## src/rtl/rstnmi_pkg.sv

```systemverilog
package rstnmi_pkg;
  localparam int MODE_BIT = 0;
  localparam int EDGE_BIT = 1;

  typedef struct packed {
    logic [7:0] key;
    logic [7:0] ctrl;
  } wr_word_t;
endpackage

```

## src/rtl/rstnmi_sync.sv

```systemverilog
module rstnmi_sync #(
  parameter int   STAGES  = 2,
  parameter logic RST_VAL = 1'b1
) (
  input  logic clk,
  input  logic rst,
  input  logic d,
  output logic q
);
  logic [STAGES-1:0] chain;

  always_ff @(posedge clk) begin
    if (rst) chain <= {STAGES{RST_VAL}};
    else     chain <= {chain[STAGES-2:0], d};
  end

  assign q = chain[STAGES-1];
endmodule

```

## src/rtl/rstnmi_cfg_reg.sv

```systemverilog
module rstnmi_cfg_reg
  import rstnmi_pkg::*;
#(
  parameter logic [7:0] KEY_VALUE = 8'h5A
) (
  input  logic        clk,
  input  logic        clr,
  input  logic        wr_en,
  input  logic [15:0] wr_data,
  output logic [7:0]  ctrl_q,
  output logic        key_bad
);
  wr_word_t word;
  logic     key_ok;

  assign word    = wr_word_t'(wr_data);
  assign key_ok  = (word.key == KEY_VALUE);
  assign key_bad = wr_en && !key_ok;

  always_ff @(posedge clk) begin
    if (clr)                  ctrl_q <= '0;
    else if (wr_en && key_ok) ctrl_q <= word.ctrl;
  end
endmodule

```

## src/rtl/rstnmi_edge_det.sv

```systemverilog
module rstnmi_edge_det (
  input  logic clk,
  input  logic rst,
  input  logic lvl,
  input  logic fall_sel,
  input  logic nmi_mode,
  output logic trig
);
  logic eff_now, eff_prev, mode_d;

  // polarity-adjusted level: an edge-select change looks like a pin edge
  assign eff_now = lvl ^ fall_sel;

  always_ff @(posedge clk) begin
    if (rst) begin
      eff_prev <= 1'b1;
      mode_d   <= 1'b0;
    end else begin
      eff_prev <= eff_now;
      mode_d   <= nmi_mode;
    end
  end

  assign trig = nmi_mode && mode_d && eff_now && !eff_prev;
endmodule

```

## src/rtl/rstnmi_puc_stretch.sv

```systemverilog
module rstnmi_puc_stretch #(
  parameter int PUC_HOLD = 2
) (
  input  logic clk,
  input  logic rst,
  input  logic cause,
  output logic puc
);
  localparam int CW = $clog2(PUC_HOLD + 1);
  logic [CW-1:0] cnt;

  always_ff @(posedge clk) begin
    if (rst || cause)   cnt <= CW'(PUC_HOLD);
    else if (cnt != '0) cnt <= cnt - 1'b1;
  end

  assign puc = (cnt != '0);
endmodule

```

## src/rtl/rstnmi_pin_ctrl.sv

```systemverilog
module rstnmi_pin_ctrl
  import rstnmi_pkg::*;
#(
  parameter int         SYNC_STAGES = 2,
  parameter int         PUC_HOLD    = 2,
  parameter logic [7:0] KEY_VALUE   = 8'h5A
) (
  input  logic        clk,
  input  logic        por,
  input  logic        pin_n,
  input  logic        wdt_ovf,
  input  logic        wr_en,
  input  logic [15:0] wr_data,
  input  logic        irq_ack,
  output logic        puc,
  output logic        nmi_pend,
  output logic [7:0]  ctrl_q,
  output logic        rsrc_flag
);
  logic pin_lvl, key_bad, trig, pin_rst, puc_cause;

  rstnmi_sync #(.STAGES(SYNC_STAGES), .RST_VAL(1'b1)) u_sync (
    .clk(clk), .rst(por), .d(pin_n), .q(pin_lvl)
  );

  rstnmi_cfg_reg #(.KEY_VALUE(KEY_VALUE)) u_cfg (
    .clk(clk), .clr(por || puc), .wr_en(wr_en), .wr_data(wr_data),
    .ctrl_q(ctrl_q), .key_bad(key_bad)
  );

  rstnmi_edge_det u_edge (
    .clk(clk), .rst(por), .lvl(pin_lvl), .fall_sel(ctrl_q[EDGE_BIT]),
    .nmi_mode(ctrl_q[MODE_BIT]), .trig(trig)
  );

  assign pin_rst   = !ctrl_q[MODE_BIT] && !pin_lvl;
  assign puc_cause = por || pin_rst || wdt_ovf || key_bad;

  rstnmi_puc_stretch #(.PUC_HOLD(PUC_HOLD)) u_puc (
    .clk(clk), .rst(por), .cause(puc_cause), .puc(puc)
  );

  always_ff @(posedge clk) begin
    if (por || puc) nmi_pend <= 1'b0;
    else if (trig)  nmi_pend <= 1'b1;
    else if (irq_ack) nmi_pend <= 1'b0;
  end

  always_ff @(posedge clk) begin
    if (por)                     rsrc_flag <= 1'b0;
    else if (wdt_ovf || key_bad) rsrc_flag <= 1'b1;
    else if (pin_rst)            rsrc_flag <= 1'b0;
  end
endmodule

```

## config.mk

```make
export PLATFORM = sky130hd
export DESIGN_NAME = rstnmi_pin_ctrl
export DESIGN_NICKNAME = d
export VERILOG_FILES = /design/src/rtl/rstnmi_pkg.sv /design/src/rtl/rstnmi_sync.sv /design/src/rtl/rstnmi_cfg_reg.sv /design/src/rtl/rstnmi_edge_det.sv /design/src/rtl/rstnmi_puc_stretch.sv /design/src/rtl/rstnmi_pin_ctrl.sv
export SDC_FILE = /design/constraint.sdc
export NUM_CORES = 1
export LEC_CHECK = 0
export BUFFER_PORTS_ARGS = -buffer_cell sky130_fd_sc_hd__clkbuf_2
export CORE_MARGIN = 3
export CORE_UTILIZATION = 45
export CTS_BUF_LIST = sky130_fd_sc_hd__clkbuf_8
export DETAILED_ROUTE_END_ITERATION = 16
export PLACE_DENSITY = 0.75
export REMOVE_ABC_BUFFERS = 1
export SLEW_MARGIN = 5
export SYNTH_ARGS = -nofsm -noshare
export SYNTH_HDL_FRONTEND = slang
export SYNTH_SLANG_ARGS = --single-unit
export TNS_END_PERCENT = 30
```

## constraint.sdc

```tcl
create_clock -name clk -period 1.79 [get_ports clk]
set_clock_uncertainty 0.15 [all_clocks]
set_input_delay 0.358 -clock clk [delete_from_list [all_inputs] [get_ports clk]]
set_output_delay 0.358 -clock clk [all_outputs]
set_load 0.005 [all_outputs]
```

Word-level counts from Yosys, hierarchy flattened
Index checks and enable logic that the tools add are counted.
{ "op_classes": {"n_addsub": 1, "multipliers": 0, "div_mod_pow": 0, "n_lt_le_gt_ge": 0, "eq_ne": 1, "shifts": 0, "muxes": 4, "bitwise_logic": 1, "n_reduce_logical": 19} }
{ "op_table": {"columns": ["operator", "n"], "rows": [
  ["$eq 8x7->1 const B", 1],
  ["$logic_and 1x1->1", 6],
  ["$logic_or 1x1->1", 6],
  ["$reduce_bool 2->1", 3],
  ["$logic_not 1->1", 4],
  ["$mux 1", 4],
  ["$sub 2x1->2 const B", 1],
  ["$xor 1x1->1", 1]
]} }
{ "totals": {"register_bits": 16, "latchBits": 0, "ram_bits": 0, "romBits": 0, "out_inout_bits": 11, "mem_count": 0} }

Longest topological paths before layout
{ "depth": {"word_depth": 6, "depth_mapped": 5, "ltp_nobuf": 5} }

Modules after synthesis
A second synthesis with hierarchy kept.
{ "unflattened": {"hier_cells": 72, "hier_area_um2": 723.2} }
{ "by_module_without_submodules": {"columns": ["module", "n_inst", "cells_per_inst", "area_each_um2"], "rows": [
  ["rstnmi_cfg_reg", 1, 38, 399.1],
  ["rstnmi_puc_stretch", 1, 12, 105.1],
  ["rstnmi_pin_ctrl", 1, 11, 91.3],
  ["rstnmi_edge_det", 1, 7, 75.1],
  ["rstnmi_sync", 1, 4, 52.6]
]} }

Worst setup path after synthesis
OpenSTA, ideal clock, no wires.
{ "synth_timing": {"path_type": "register -> output", "from": "register u_puc.cnt[0]", "to": "output port puc", "t_arrival_ns": 0.930, "setup_slack_ns": 0.352, "path_stages_with_launch": 5, "n_path_buf": 1, "path_cell_list": "dfxtp_1 -> inv_1 -> ha_1 -> inv_1 -> clkbuf_1"} }
{ "synth_via": {"elab_chain_len": 1} }
{ "synth_lines": {"columns": ["item", "line", "text"], "rows": [
  ["start, declared", "rstnmi_puc_stretch.sv:10", "logic [CW-1:0] cnt;"],
  ["start signal, assigned", "rstnmi_puc_stretch.sv:13", "if (rst || cause) cnt <= CW'(PUC_HOLD);"],
  ["start signal, assigned", "rstnmi_puc_stretch.sv:14", "else if (cnt != '0) cnt <= cnt - 1'b1;"],
  ["$reduce_bool 2->1", "rstnmi_puc_stretch.sv:17", "assign puc = (cnt != '0);"],
  ["end, declared", "rstnmi_pin_ctrl.sv:15", "output logic puc,"]
]} }
Every way passes these cells.

Worst setup path in the final report
Ends and elaborated chain as after synthesis.

==> results.yml <==
logic_synthesis:
  ys.flop_type: "dfxtp_1"
  synthDistinctLibCells: 28
  yosys_warnings: 0
  synth_top_cell_by_area: "dfxtp_1"
  synth_top_area_share_pct: 41.8
  synth_seq_cells: 16
  synth_edf_count: 0
  async_flop_share_pct: 0
  yosysMostFrequentCell: "dfxtp_1"
  synth_common_cells: "dfxtp_1, a211oi_1, nand4_1, o31ai_1, inv_1"
  ys_seq_area_share_pct: 41.8
  yosys-top-cells-area: "dfxtp_1, a211oi_1, o31ai_1"
  avgSynthCellArea_um2: 9.94
  syn_inst: 77
  syn-cell-area_um2: 766
global_routing:
  antenna_found_initial: 0
  grt_usage_pct: 17.4
  grt_pass1_vias: 640
  gr-total-overflow: 0
  grt_pass1_wl_um: 2700
  grt_max_degree: 16
sta:
  hold_violations: 0
  slew_viol_final: 0
  max-slew-margin-rel_pct: 79.9
  tns_ns: 0
  grt_setup_unrepaired: "no"
  fin_ws_ns: 0.212
  finalSetupViolCount: 0
  final.min_clock_period_ns: 1.58
  worst_slew_pin_slew_ns: 0.302
  min_period_over_period_pct: 88.2
  fmax_mhz: 634
critical_path:
  r2r_cells: 5
  cp_max_fo: 3
  endpoint_kind: "output pin"
  critPathKind: "reg2out"
  worstReg2RegStart: "u_puc.cnt[0]$_SDFFE_PP0P_"
  reg2reg_to: "u_puc.cnt[1]$_SDFFE_PP1P_"
  required_ns: 1.28
  cp-startpoint: "u_puc.cnt[0]$_SDFFE_PP0P_"
  cp-start-kind: "register"
  rrSetupSlack_ns: 0.46
  cp-endpoint: "puc"
  arrival_ns: 1.07
finish:
  area_delta_synth_final_pct: 23.9
  final_design_area_no_fill_um2: 948
  diodes: 0
  fill_cells: 150
  nets: 131
  drive_gt1_share_pct: 41.1
  final_util_pct: 60.8
  layoutNonFillerInstCount: 123
drt:
  detail-route-antenna-nets: 0
  first_pass_iters: 4
  drc: 0
  routed-via-count: 699
  wl_met2_um: 739
  viasPerCell: 5.68
  initialDrtViolationCount: 8
  wl_um: 1620
  wl_met3_um: 126
  top_layer: "met4"
  wire_per_inst_um: 13.2
  met1Wirelength_um: 737
flow_run:
  cap_violations: 0
placed_design:
  dp_hpwl_um: 1240
  dpl.cell_count: 119
  port_buffers: 32
  preCtsSetupSlack_ns: 0.314
  dpl_cell_area_um2: 893
  gp_congestion: 0.814
min_path:
  hold_depth: 2
  hold_path_class: "in2reg"
cts:
  cts_htree_levels: 1
  clock_latency_ns: 0.25
  numCtsBuffers: 3
  cts_buffer_depth: 2
  root_buffer: "clkbuf_8"
  hold_buffers: 0
  cts_setup_buffers: 0
  cts_tree: "done"
  clk_pin_slew_worst_paths_ns: 0.06
  cts.repair.resized: 0
  cts.sinks: 16
power_and_ir_drop:
  pwr-share-clk_pct: 41.9
  switching_share_pct: 21.1
  vdd_drop_max_mv: 0.376
  p_int_w: 0.000592
  combPwrFrac_pct: 9.4
  power_density_nw_per_um2: 791
  power.share.sequential_pct: 48.7
  p_switching_w: 0.000158
  leakagePower_nw: 0.392
die:
  core_um2: 1560
  start_util_pct: 49.1
  die-area_um2: 2230
  boundaryPins: 33
  die_w_um: 47.3
  rows: 14
  die_h_um: 47.3
status:
  outcome: "completed"
## power groups by stage
| stage | logic [W] | clock network [W] | registers, W |
|---|---|---|---|
| after floorplan | 0.0000278 | 0 | 0.000373 |
| after global placement | 0.0000687 | 0 | 0.000373 |
| after detailed placement | 0.0000706 | 0 | 0.000373 |
| after CTS | 0.0000711 | 0.000321 | 0.000365 |
| after global routing | 0.0000795 | 0.000337 | 0.000366 |
| final | 0.0000707 | 0.000314 | 0.000365 |
## kinds of logic (layout without fill, tap and decap cells)
kind of cell | Yosys count | count (layout) | synth area share (%)
xor+xnor | 2 | 2 | 2.29
buf+inv | 15 | 45 | 12.7
compound gates | 20 | 20 | 19.6
flops | 16 | 16 | 41.8
fa+ha+maj | 1 | 1 | 1.63
simple gates | 22 | 22 | 20.4
mux | 1 | 1 | 1.47
## critical path, cell delays in order, from the launching register on
cell	delay (ns)
dfxtp_1	0.34
inv_1	0.05
ha_1	0.21
inv_1	0.10
clkbuf_2	0.12
## per-stage QoR
stage               total power, W  hold slack [ns]
floorplan                 0.000401            0.239
global placement          0.000442            0.245
detailed placement        0.000444            0.252
CTS                       0.000758            0.137
global route              0.000782            0.143
finish                    0.000750            0.142
## cell usage in the layout (no fill, tap or decap)
cell	netlist	final
and4bb_1	2	2
clkbuf_8	0	4
dfxtp_1	16	16
a31oi_1	1	1
inv_1	6	6
nor3_1	1	1
a211oi_1	8	8
nand2b_1	1	1
o21ai_2	1	1
or2_2	2	2
clkbuf_2	0	32
ha_1	1	1
nor3_2	1	1
and3_1	1	1
nor2b_1	1	1
o31ai_1	8	8
nor2_1	1	1
nand3_1	1	1
xnor2_1	2	2
o32a_1	1	1
o21ai_0	1	1
nand2_1	1	1
nand4_1	8	8
nand4bb_1	2	2
mux2_2	1	1
buf_4	2	3
## routing by layer
metal,global-route usage (%),up-vias
met5,0,-
met4,9.94,0
met3,4.21,2
met2,27.0,31
met1,21.7,320
li1,-,346
## final cells by class
type                       instances  area, um2  area share (%)
multi-input combinational         46        348            36.7
sequential                        16        320            33.8
timing repair buffer              35        183            19.3
clock buffer                       4       55.1            5.80
inverter                           6       22.5            2.37
tap                               16       20.0            2.11
## worst min-delay path by stage
stage	from	to	slack [ns]
floorplan	u_sync.chain[0]$_SDFF_PP1_	u_sync.chain[1]$_SDFF_PP1_	0.24
global placement	u_sync.chain[0]$_SDFF_PP1_	u_sync.chain[1]$_SDFF_PP1_	0.24
detailed placement	u_sync.chain[0]$_SDFF_PP1_	u_sync.chain[1]$_SDFF_PP1_	0.25
CTS	pin_n	u_sync.chain[0]$_SDFF_PP1_	0.14
global route	pin_n	u_sync.chain[0]$_SDFF_PP1_	0.14
finish	pin_n	u_sync.chain[0]$_SDFF_PP1_	0.14
## sequential cells by signal, summed over array words and instances, names as in the netlist
signal and count:
u_edge.eff_prev 1, rsrc_flag 1, nmi_pend 1, u_sync.chain 2
u_cfg.ctrl_q 8, u_puc.cnt 2, u_edge.mode_d 1
No activity file was read; power rests on OpenSTA's default activity.
